## config.mk

```make
export PLATFORM = sky130hd
export DESIGN_NAME = mono_timer_dual
export DESIGN_NICKNAME = d
export VERILOG_FILES = /design/src/rtl/mono_timer_pkg.sv /design/src/rtl/mono_sync.sv /design/src/rtl/mono_trig_detect.sv /design/src/rtl/mono_pulse_timer.sv /design/src/rtl/mono_timer_dual.sv
export SDC_FILE = /design/constraint.sdc
export NUM_CORES = 1
export LEC_CHECK = 0
export BUFFER_PORTS_ARGS = -buffer_cell sky130_fd_sc_hd__buf_2
export CORE_UTILIZATION = 56
export CTS_CLUSTER_DIAMETER = 30
export DETAILED_ROUTE_END_ITERATION = 16
export GPL_TIMING_DRIVEN = 0
export PLACE_DENSITY = 0.8
export SYNTH_ARGS = -nofsm -noshare
export SYNTH_HDL_FRONTEND = slang
export SYNTH_SLANG_ARGS = --single-unit
```

## constraint.sdc

```tcl
create_clock -name clk_i -period 2.2 [get_ports clk_i]
set_input_delay 0.11 -clock clk_i [delete_from_list [all_inputs] [get_ports clk_i]]
set_output_delay 0.11 -clock clk_i [all_outputs]
set_load 0.02 [all_outputs]
```

## src/rtl/mono_timer_pkg.sv

```systemverilog
package mono_timer_pkg;
  localparam int SYNC_STAGES = 2;

  typedef struct packed {
    logic a;
    logic b;
    logic clr;
  } trig_in_t;

  // inert values: a high blocks every trigger, clear released
  localparam trig_in_t TRIG_IDLE = '{a: 1'b1, b: 1'b0, clr: 1'b1};
endpackage

```

## src/rtl/mono_sync.sv

```systemverilog
module mono_sync #(
  parameter int          W       = 3,
  parameter int          STAGES  = 2,
  parameter logic [W-1:0] RST_VAL = '0
) (
  input  logic         clk_i,
  input  logic         rst_ni,
  input  logic [W-1:0] d_i,
  output logic [W-1:0] q_o
);
  logic [STAGES-1:0][W-1:0] stg_q;

  always_ff @(posedge clk_i or negedge rst_ni) begin
    if (!rst_ni) begin
      stg_q <= {STAGES{RST_VAL}};
    end else begin
      stg_q[0] <= d_i;
      for (int i = 1; i < STAGES; i++) stg_q[i] <= stg_q[i-1];
    end
  end

  assign q_o = stg_q[STAGES-1];
endmodule

```

## src/rtl/mono_trig_detect.sv

```systemverilog
module mono_trig_detect
  import mono_timer_pkg::*;
(
  input  logic     clk_i,
  input  logic     rst_ni,
  input  trig_in_t s_i,
  output logic     fire_o,
  output logic     clr_o
);
  trig_in_t prev_q;
  logic     a_fall, b_rise, c_rise;

  always_ff @(posedge clk_i or negedge rst_ni) begin
    if (!rst_ni) prev_q <= TRIG_IDLE;
    else         prev_q <= s_i;
  end

  // each edge is gated by the levels of the other two inputs
  assign a_fall = prev_q.a & ~s_i.a &  s_i.b & s_i.clr;
  assign b_rise = ~prev_q.b & s_i.b & ~s_i.a & s_i.clr;
  assign c_rise = ~prev_q.clr & s_i.clr & ~s_i.a & s_i.b;

  assign fire_o = a_fall | b_rise | c_rise;
  assign clr_o  = s_i.clr;
endmodule

```

## src/rtl/mono_pulse_timer.sv

```systemverilog
module mono_pulse_timer #(
  parameter int CW = 16
) (
  input  logic          clk_i,
  input  logic          rst_ni,
  input  logic          fire_i,
  input  logic          clr_i,
  input  logic [CW-1:0] count_i,
  output logic          active_o
);
  logic [CW-1:0] cnt_q;
  logic          active_q;

  always_ff @(posedge clk_i or negedge rst_ni) begin
    if (!rst_ni) begin
      active_q <= 1'b0;
      cnt_q    <= '0;
    end else if (!clr_i) begin
      active_q <= 1'b0;
      cnt_q    <= '0;
    end else if (fire_i) begin
      // fire or refire: full period restarts from the sampled count
      active_q <= 1'b1;
      cnt_q    <= count_i;
    end else if (active_q) begin
      if (cnt_q == '0) active_q <= 1'b0;
      else             cnt_q    <= cnt_q - 1'b1;
    end
  end

  assign active_o = active_q;
endmodule

```

## src/rtl/mono_timer_dual.sv

```systemverilog
module mono_timer_dual
  import mono_timer_pkg::*;
#(
  parameter int NCH = 2,
  parameter int CW  = 16
) (
  input  logic              clk_i,
  input  logic              rst_ni,
  input  logic [NCH-1:0]    a_i,
  input  logic [NCH-1:0]    b_i,
  input  logic [NCH-1:0]    clr_ni,
  input  logic [NCH*CW-1:0] count_i,
  output logic [NCH-1:0]    q_o,
  output logic [NCH-1:0]    qn_o
);
  localparam int TW = $bits(trig_in_t);

  logic [NCH-1:0] fire_w;
  logic [NCH-1:0] active_w;
  logic [NCH-1:0] clr_s_w;

  for (genvar c = 0; c < NCH; c++) begin : g_ch
    trig_in_t raw, syn;

    assign raw = '{a: a_i[c], b: b_i[c], clr: clr_ni[c]};

    mono_sync #(
      .W      (TW),
      .STAGES (SYNC_STAGES),
      .RST_VAL(TRIG_IDLE)
    ) u_sync (
      .clk_i (clk_i),
      .rst_ni(rst_ni),
      .d_i   (raw),
      .q_o   (syn)
    );

    mono_trig_detect u_det (
      .clk_i (clk_i),
      .rst_ni(rst_ni),
      .s_i   (syn),
      .fire_o(fire_w[c]),
      .clr_o (clr_s_w[c])
    );

    mono_pulse_timer #(.CW(CW)) u_tmr (
      .clk_i   (clk_i),
      .rst_ni  (rst_ni),
      .fire_i  (fire_w[c]),
      .clr_i   (clr_s_w[c]),
      .count_i (count_i[c*CW +: CW]),
      .active_o(active_w[c])
    );

    // raw clear masks the output without synchroniser delay
    assign q_o[c]  = active_w[c] & clr_ni[c];
    assign qn_o[c] = ~active_w[c] | ~clr_ni[c];
  end
endmodule

```

======== After elaboration in Yosys (flattened, before gate mapping) ========
Cells that the tools add are included.
storage, ports and cells
  output and inout bits ................... 4
  input bits .............................. 40
  register bits ........................... 52
  word-level logic and storage cells ...... 76
operators by class
  equal/unequal tests ..................... 4
  $add $sub $neg .......................... 2
  bitwise logic cells ..................... 36
  muxes and demuxes ....................... 16
  reduce and logical (&&, ||, !) cells .... 4
operators by type and width
  cell                     number
  $mux W16                 8
  $logic_not A16 Y1        2
  $sub A16 B1 Y16 const B  2
  $and A1 B1 Y1            20
  $not A1 Y1               10
  $mux W1                  8
  $ne A3 B1 Y1 const B     2
  $ne A3 B3 Y1 const B     2
  $or A1 B1 Y1             6
  $reduce_and A2 Y1        2

======== Logic depth before layout (Yosys ltp) ========
Gate-level depths: netlist of run 1.
  word-level depth ........................ 8
  mapped depth ............................ 8
  mapped depth without buffers ............ 7

======== Cells and area by module ========
A second synthesis of run 1 with hierarchy kept.
second synthesis, totals
  cells, all modules ...................... 262
  area total of the unflattened synthesis .. 2760.1 um^2
modules (own cells, without submodules)
  module            cells each  times used  sequential area each (um^2)  area each (um^2)
  mono_pulse_timer  113         2           425.4                        1084.8
  mono_sync         9           2           155.1                        177.7
  mono_trig_detect  7           2           77.6                         107.6
  mono_timer_dual   4           1           0.0                          20.0

======== Worst setup path after synthesis of run 1 ========
Ideal clock, no wire load.
  path kind ............................... register to register
  start ................................... register g_ch[0].u_tmr.cnt_q[0]
  end ..................................... register g_ch[0].u_tmr.cnt_q[0]
  setup time .............................. 0.094 ns
  arrival ................................. 1.712 ns
  buffers on the path ..................... 0
  required time ........................... 2.106 ns
  period minus slack after synthesis ...... 1.806 ns
  path slack .............................. 0.394 ns
  cell stages (with the launch flop) ...... 8
  path through ............................ dfrtp_1 > inv_1 > ha_1 > nor4b_1 > nand4_2 > nand2_1 > xnor2_1 > a211oi_1
between the ends
  word-level cells in the longest chain between the ends .. 5
  elaborated cells between the ends (all ways) .. 8
  classes of those cells .................. add/sub: 1; eq/ne: 1; mux: 4; reduce/logical: 2
ends and longest elaborated chain
  item                    line                    RTL
  from (decl)             mono_pulse_timer.sv:11  logic [CW-1:0] cnt_q;
  from (signal assigned)  mono_pulse_timer.sv:24  cnt_q <= count_i;
  from (signal assigned)  mono_pulse_timer.sv:27  else cnt_q <= cnt_q - 1'b1;
  $sub A16 B1 Y16         mono_pulse_timer.sv:27
  $mux W16                mono_pulse_timer.sv:26  if (cnt_q == '0) active_q <= 1'b0;
  $mux W16                mono_pulse_timer.sv:25  end else if (active_q) begin
  $mux W16                mono_pulse_timer.sv:21  end else if (fire_i) begin
  $mux W16                mono_pulse_timer.sv:18  end else if (!clr_i) begin
Several ways; a longest one is shown, not always the timed one. The select of a mux whose other input is x is not followed.
A chain may end at the register's enable or synchronous reset.

======== Final worst setup path of run 1 ========
Same ends and word-level chain as after synthesis.

==> results.yml, run 1 <==
timing:
  slew_violations: 0
  fmax_ghz: 0.492
  hold_violations: 0
  post-route-min-period_ns: 2.03
  post-route-period-util_pct: 92.5
  worstMarginPinSlew_ns: 1.09
  setup-violations-final: 0
  relSlewSlack_pct: 27.0
  rsz0062_at_grt: "false"
  finClkSkew_ns: 0.00571
  finalSetupTns_ns: 0
yosys:
  synth_area_mm2: 0.00260
  syn_inst: 259
  avgSynthCellArea_um2: 10.1
  ys_seq_area_share_pct: 50.5
  synth_top_cell_by_area: "dfrtp_1"
  syn_nets: 301
  synth_cell_types: 40
  ys.warnings.count: 0
  synth_top_area_share_pct: 38.4
  async_reset_ff_share_pct: 100
  synth_seq_cells: 52
  yosys-top-cells-count: "dfrtp_1, o21ai_0, a21oi_1"
  synth.most_common_cell: "dfrtp_1"
  synth_flop_cell: "dfrtp_1"
  synth_edf_count: 0
  synthTopCellsByArea: "dfrtp_1, dfstp_2, o21ai_0"
pwr:
  p_sw_share_pct: 29.4
  p_per_area_mw_per_mm2: 732
  power_frac_seq_pct: 49.9
  p_int_w: 0.00158
  ir_drop_uv: 512
  comb_power_share_pct: 20.8
  power_leakage_nw: 1.31
  net-switching-power_w: 0.000659
  clkPwrFrac_pct: 29.3
cts:
  clkTransAtPathRegs_ns: 0.09
  insertion_delay_ns: 0.30
  cts_tree: "yes"
  root_buffer: "clkbuf_8"
  htree_levels: 2
  numClockSinks: 52
  cts_max_path_buffers: 2
  numCtsBuffers: 5
setup_path:
  required_ns: 2.42
  crit_type: "reg -> reg"
  path_max_fanout: 9
  cp_data_arrival_time_ns: 2.25
  ff2ff_path_depth: 7
  critPathCaptureType: "flip-flop"
  reg2reg_slack_ns: 0.17
  timing.rr.end: "g_ch[0].u_tmr.cnt_q[0]"
  cp-start-kind: "flip-flop"
  regToRegStartpoint: "g_ch[0].u_tmr.cnt_q[0]"
floorplan:
  ioPinCount: 44
  initial_core_util_pct: 59.0
  core_area_mm2: 0.00441
  die_h_um: 70.2
  rows: 24
  die_area_mm2: 0.00493
  die_x_um: 70.2
routing:
  wl_um: 5360
  avgRoutedWirePerCell_um: 14.6
  route.detailed.drc: 0
  drt-initial-drc-count: 135
  dr.pass1.iters: 4
  vias: 2116
  via_per_inst: 5.75
  ant_nets: 0
cells_and_area:
  layout.area.seq_mm2: 0.00132
  final_layout_size_suffix_gt1_share_pct: 22.8
  diodes: 0
  multi_input_area_mm2: 0.00121
  stdcell_count: 368
  nets: 357
  fillers: 351
  syn_to_final_growth_pct: 17.6
outcome:
  run_status: "finished, final reports clean"
placement:
  dp_hpwl_um: 3690
  post-place-cells: 354
  port_buffers: 43
  gp_congestion: 0.962
grt:
  grt_pass1_wl_um: 9290
  overflow: 0
  first_global_vias: 2065
  antenna_found_initial: 0
  grt_max_degree: 53
  track_usage_pct: 24.1
flow_run:
  drv_cap: 0
min_path:
  hold_class: "in -> async"
registers in the layout, summed over array words and instances, names as in the netlist:
name / flops
g_ch.u_tmr.cnt_q: 32
g_ch.u_det.prev_q: 6
g_ch.u_sync.q_o: 6
g_ch.u_sync.stg_q: 6
g_ch.u_tmr.active_o: 2
worst max-delay path by stage:
stage / slack, ns / start / cells after the start / endpoint
finish: 0.17 / g_ch[0].u_tmr.cnt_q[0] / 7 / g_ch[0].u_tmr.cnt_q[0]
global route: 0.00005 / g_ch[0].u_tmr.cnt_q[0] / 7 / g_ch[0].u_tmr.cnt_q[0]
CTS: 0.03 / g_ch[0].u_tmr.cnt_q[0] / 7 / g_ch[0].u_tmr.cnt_q[0]
detailed placement: 0.08 / g_ch[0].u_tmr.cnt_q[0] / 7 / g_ch[0].u_tmr.cnt_q[0]
global placement: 0.07 / g_ch[0].u_tmr.cnt_q[0] / 7 / g_ch[0].u_tmr.cnt_q[0]
floorplan: 0.39 / g_ch[0].u_tmr.cnt_q[0] / 7 / g_ch[0].u_tmr.cnt_q[0]
cell usage in the layout, fill, tap and decap left out, drive strengths merged, types with 10 or more instances in the layout:
master and instances:
a21oi 24, buf 44, clkbuf 16, dfrtp 40, dfstp 12, inv 11, nand2 19, nand3 13
nor2 10, nor3 10, o21ai 31, xor2 17
per-stage QoR:
step	total power (W)	hold slack (ns)	cell area (µm²)	utilization [%]	setup WS, ns
after floorplan	0.00145	-0.186	2610	-	0.394
after global placement	0.00157	0.217	2890	65.4	0.0683
after detailed placement	0.00158	0.217	2890	65.4	0.0773
after CTS	0.00226	0.00889	3060	69.2	0.0330
after global routing	0.00237	0.0189	3060	69.4	0.0000542
final	0.00224	0.0106	3060	69.4	0.166
area by class of cell:
| cell class | instances | share of cell area (%) |
|---|---|---|
| multi-input cells | 186 | 39.7 |
| flip-flops and latches | 52 | 43.0 |
| clock inverters | 2 | 1.27 |
| well taps | 52 | 2.12 |
| clock buffers | 6 | 2.37 |
| repair buffers | 49 | 8.99 |
| inverters | 10 | 1.23 |
| plain buffers | 11 | 1.39 |
cell families (layout without fill, tap and decap cells):
family	count (synthesis)	count (layout)	share of synthesized area [%]
and+or+nand+nor	89	89	21.5
AOI/OAI and AO/OA	66	66	13.9
DFF	52	52	50.5
xor gates and xnor gates	24	24	8.07
buffers and inverters	21	78	3.07
muxes	5	5	1.97
adders and majority gates	2	2	0.960
critical path, cell delays in order (launching register included):
cell,delay (ns)
dfrtp_1,0.41
inv_1,0.10
ha_1,0.26
nor4b_2,0.32
nand4_2,0.29
nand2_1,0.25
xnor2_1,0.10
a211oi_1,0.22
power groups by stage:
stage / Clock [W] / Combinational (W) / Sequential [W]
after floorplan: 0 / 0.000330 / 0.00112
after global placement: 0 / 0.000442 / 0.00113
after detailed placement: 0 / 0.000449 / 0.00114
after CTS: 0.000677 / 0.000462 / 0.00112
after global routing: 0.000713 / 0.000526 / 0.00113
final: 0.000657 / 0.000466 / 0.00112
per-layer routing:
layer	GRT usage [%]	routed length, µm	up-vias
met2	41.1	2720	69
met3	5.05	215	11
met1	30.5	2360	985
li1	-	-	1051
met4	8.44	68	0
met5	0	0	-
repair_timing:
action | in CTS | in global routing
hold buffers | 6 | 0
endpoints found under the hold margin | 6 | 0
gates resized for setup | 0 | 1
endpoints found under the setup margin | 0 | 8
setup buffers | 0 | 0
No activity file was read; power rests on OpenSTA's default activity.
==> run 2: changes to the inputs <==
RECOVER_POWER = 50   (was unset)
SKIP_CTS_REPAIR_TIMING = 1   (was unset)
==> run 2 against run 1 <==
  * Global-route usage down 0.30 points
  * Clock power up 0.6%
  * Utilization down 0.057 points
  * Critical path depth unchanged
  * Critical path type unchanged
==> results.yml, run 2 (same netlist as run 1, synthesis figures left out) <==
cells_and_area:
  regMostFlops: "g_ch.u_tmr.cnt_q"
  final_cell_mix: "buf_2, dfrtp_1, o21ai_0"
  syn_to_final_growth_pct: 17.5
  multi_input_area_mm2: 0.00121
  final_layout_size_suffix_gt1_share_pct: 22.2
  diodes: 0
  fillers: 353
  layout.area.seq_mm2: 0.00132
  layout_commonest_cell: "buf_2"
  nets: 357
  largest_register_ffs: 32
routing:
  ant_nets: 0
  top_layer: "met4"
  route.detailed.drc: 0
  dr_wl_met2_um: 2740
  vias: 2103
  drt-initial-drc-count: 119
  met3_length_um: 204
  avgRoutedWirePerCell_um: 14.6
  drt-met1-wl_um: 2370
  via_per_inst: 5.71
  wl_um: 5370
  dr.pass1.iters: 4
grt:
  overflow: 0
  track_usage_pct: 23.9
  grt_pass1_wl_um: 9200
  antenna_found_initial: 0
  first_global_vias: 2027
  grt_max_degree: 53
cts:
  clkTransAtPathRegs_ns: 0.10
  numClockSinks: 52
  insertion_delay_ns: 0.30
  cts_max_path_buffers: 2
  root_buffer: "clkbuf_8"
  cts_tree: "yes"
  numCtsBuffers: 5
  htree_levels: 2
placement:
  gp_congestion: 0.962
  dp_hpwl_um: 3690
  port_buffers: 43
setup_path:
  critPathCaptureType: "flip-flop"
  required_ns: 2.42
  max_stage_delay_ns: 0.41
  path_max_fanout: 9
  crit_type: "reg -> reg"
  cp_top_family: "simple AND/OR/NAND/NOR gates"
  crit_slowest_cell: "dfrtp_1"
  cp_data_arrival_time_ns: 2.26
  cp_cell_sequence: "inv_1 > ha_1 > nor4b_2 > nand4_2 > nand2_1 > xnor2_1 > a211oi_1"
  cp-start-kind: "flip-flop"
  crit_buf_inv: 1
floorplan:
  rows: 24
  core_area_mm2: 0.00441
  initial_core_util_pct: 59.0
  ioPinCount: 44
  die_area_mm2: 0.00493
  die_h_um: 70.2
  die_x_um: 70.2
outcome:
  run_status: "finished, final reports clean"
timing:
  hold_violations: 0
  post-route-period-util_pct: 92.8
  finalHoldWorstSlack_ns: 0.0118
  setup-violations-final: 0
  finalSetupTns_ns: 0
  relSlewSlack_pct: 25.9
  fmax_ghz: 0.490
  rsz0062_at_grt: "false"
  worstMarginPinSlew_ns: 1.11
  finClkSkew_ns: 0.00780
  post-route-min-period_ns: 2.04
  slew_violations: 0
min_path:
  hold_class: "in -> reg"
flow_run:
  drv_cap: 0
pwr:
  p_per_area_mw_per_mm2: 734
  power_leakage_nw: 1.31
  ir_drop_uv: 514
run 2: report_power, final:
group / internal (W) / switching, W / total (W)
Sequential: 0.00103 / 0.0000840 / 0.00112
Combinational: 0.000203 / 0.000262 / 0.000466
Clock: 0.000344 / 0.000317 / 0.000661
run 2: worst paths after layout:
path	from	end	slack, ns	cells after the start
setup / recovery	g_ch[0].u_tmr.cnt_q[0]	g_ch[0].u_tmr.cnt_q[0]	0.16	7
hold / removal	count_i[11]	g_ch[0].u_tmr.cnt_q[11]	0.01	3
max in group asynchronous	rst_ni	g_ch[0].u_tmr.cnt_q[5]	1.50	1
hold reg to reg	g_ch[1].u_sync.stg_q[0]	g_ch[1].u_sync.q_o[0]	0.36	0
min in group asynchronous	rst_ni	g_ch[1].u_det.prev_q[1]	0.02	1
setup reg to reg	g_ch[0].u_tmr.cnt_q[0]	g_ch[0].u_tmr.cnt_q[0]	0.16	7
run 2: layout make-up:
type | count | share of cell area [%]
Multi-Input combinational cell | 186 | 39.7
Sequential cell | 52 | 43.0
Tap cell | 52 | 2.13
Clock inverter | 2 | 1.27
Buffer | 11 | 1.39
Inverter | 10 | 1.23
Timing Repair Buffer | 49 | 8.91
Clock buffer | 6 | 2.37
run 2: worst register-to-register path: stages, from the launching register on:
cell and delay [ns]:
dfrtp_1 0.41, inv_1 0.10, ha_1 0.26, nor4b_2 0.33, nand4_2 0.29, nand2_1 0.25
xnor2_1 0.10, a211oi_1 0.22
run 2: layer usage:
layer  vias up  GRT usage [%]
li1       1049              -
met1       984           30.0
met2        63           41.0
met3         7           4.91
met4         0           8.00
met5         -              0
run 2: metrics by stage:
step           utilization (%)  area (µm²)  power, W  cells  worst slack, ns
2_1_floorplan                -        2610   0.00145    259            0.394
3_3_place_gp              65.4        2890   0.00157    354           0.0683
3_5_place_dp              65.4        2890   0.00158    354           0.0773
4_1_cts                   67.9        3000   0.00225    362           0.0330
5_1_grt                   69.3        3060   0.00237    368        0.0000595
6_report                  69.3        3060   0.00225    368            0.159
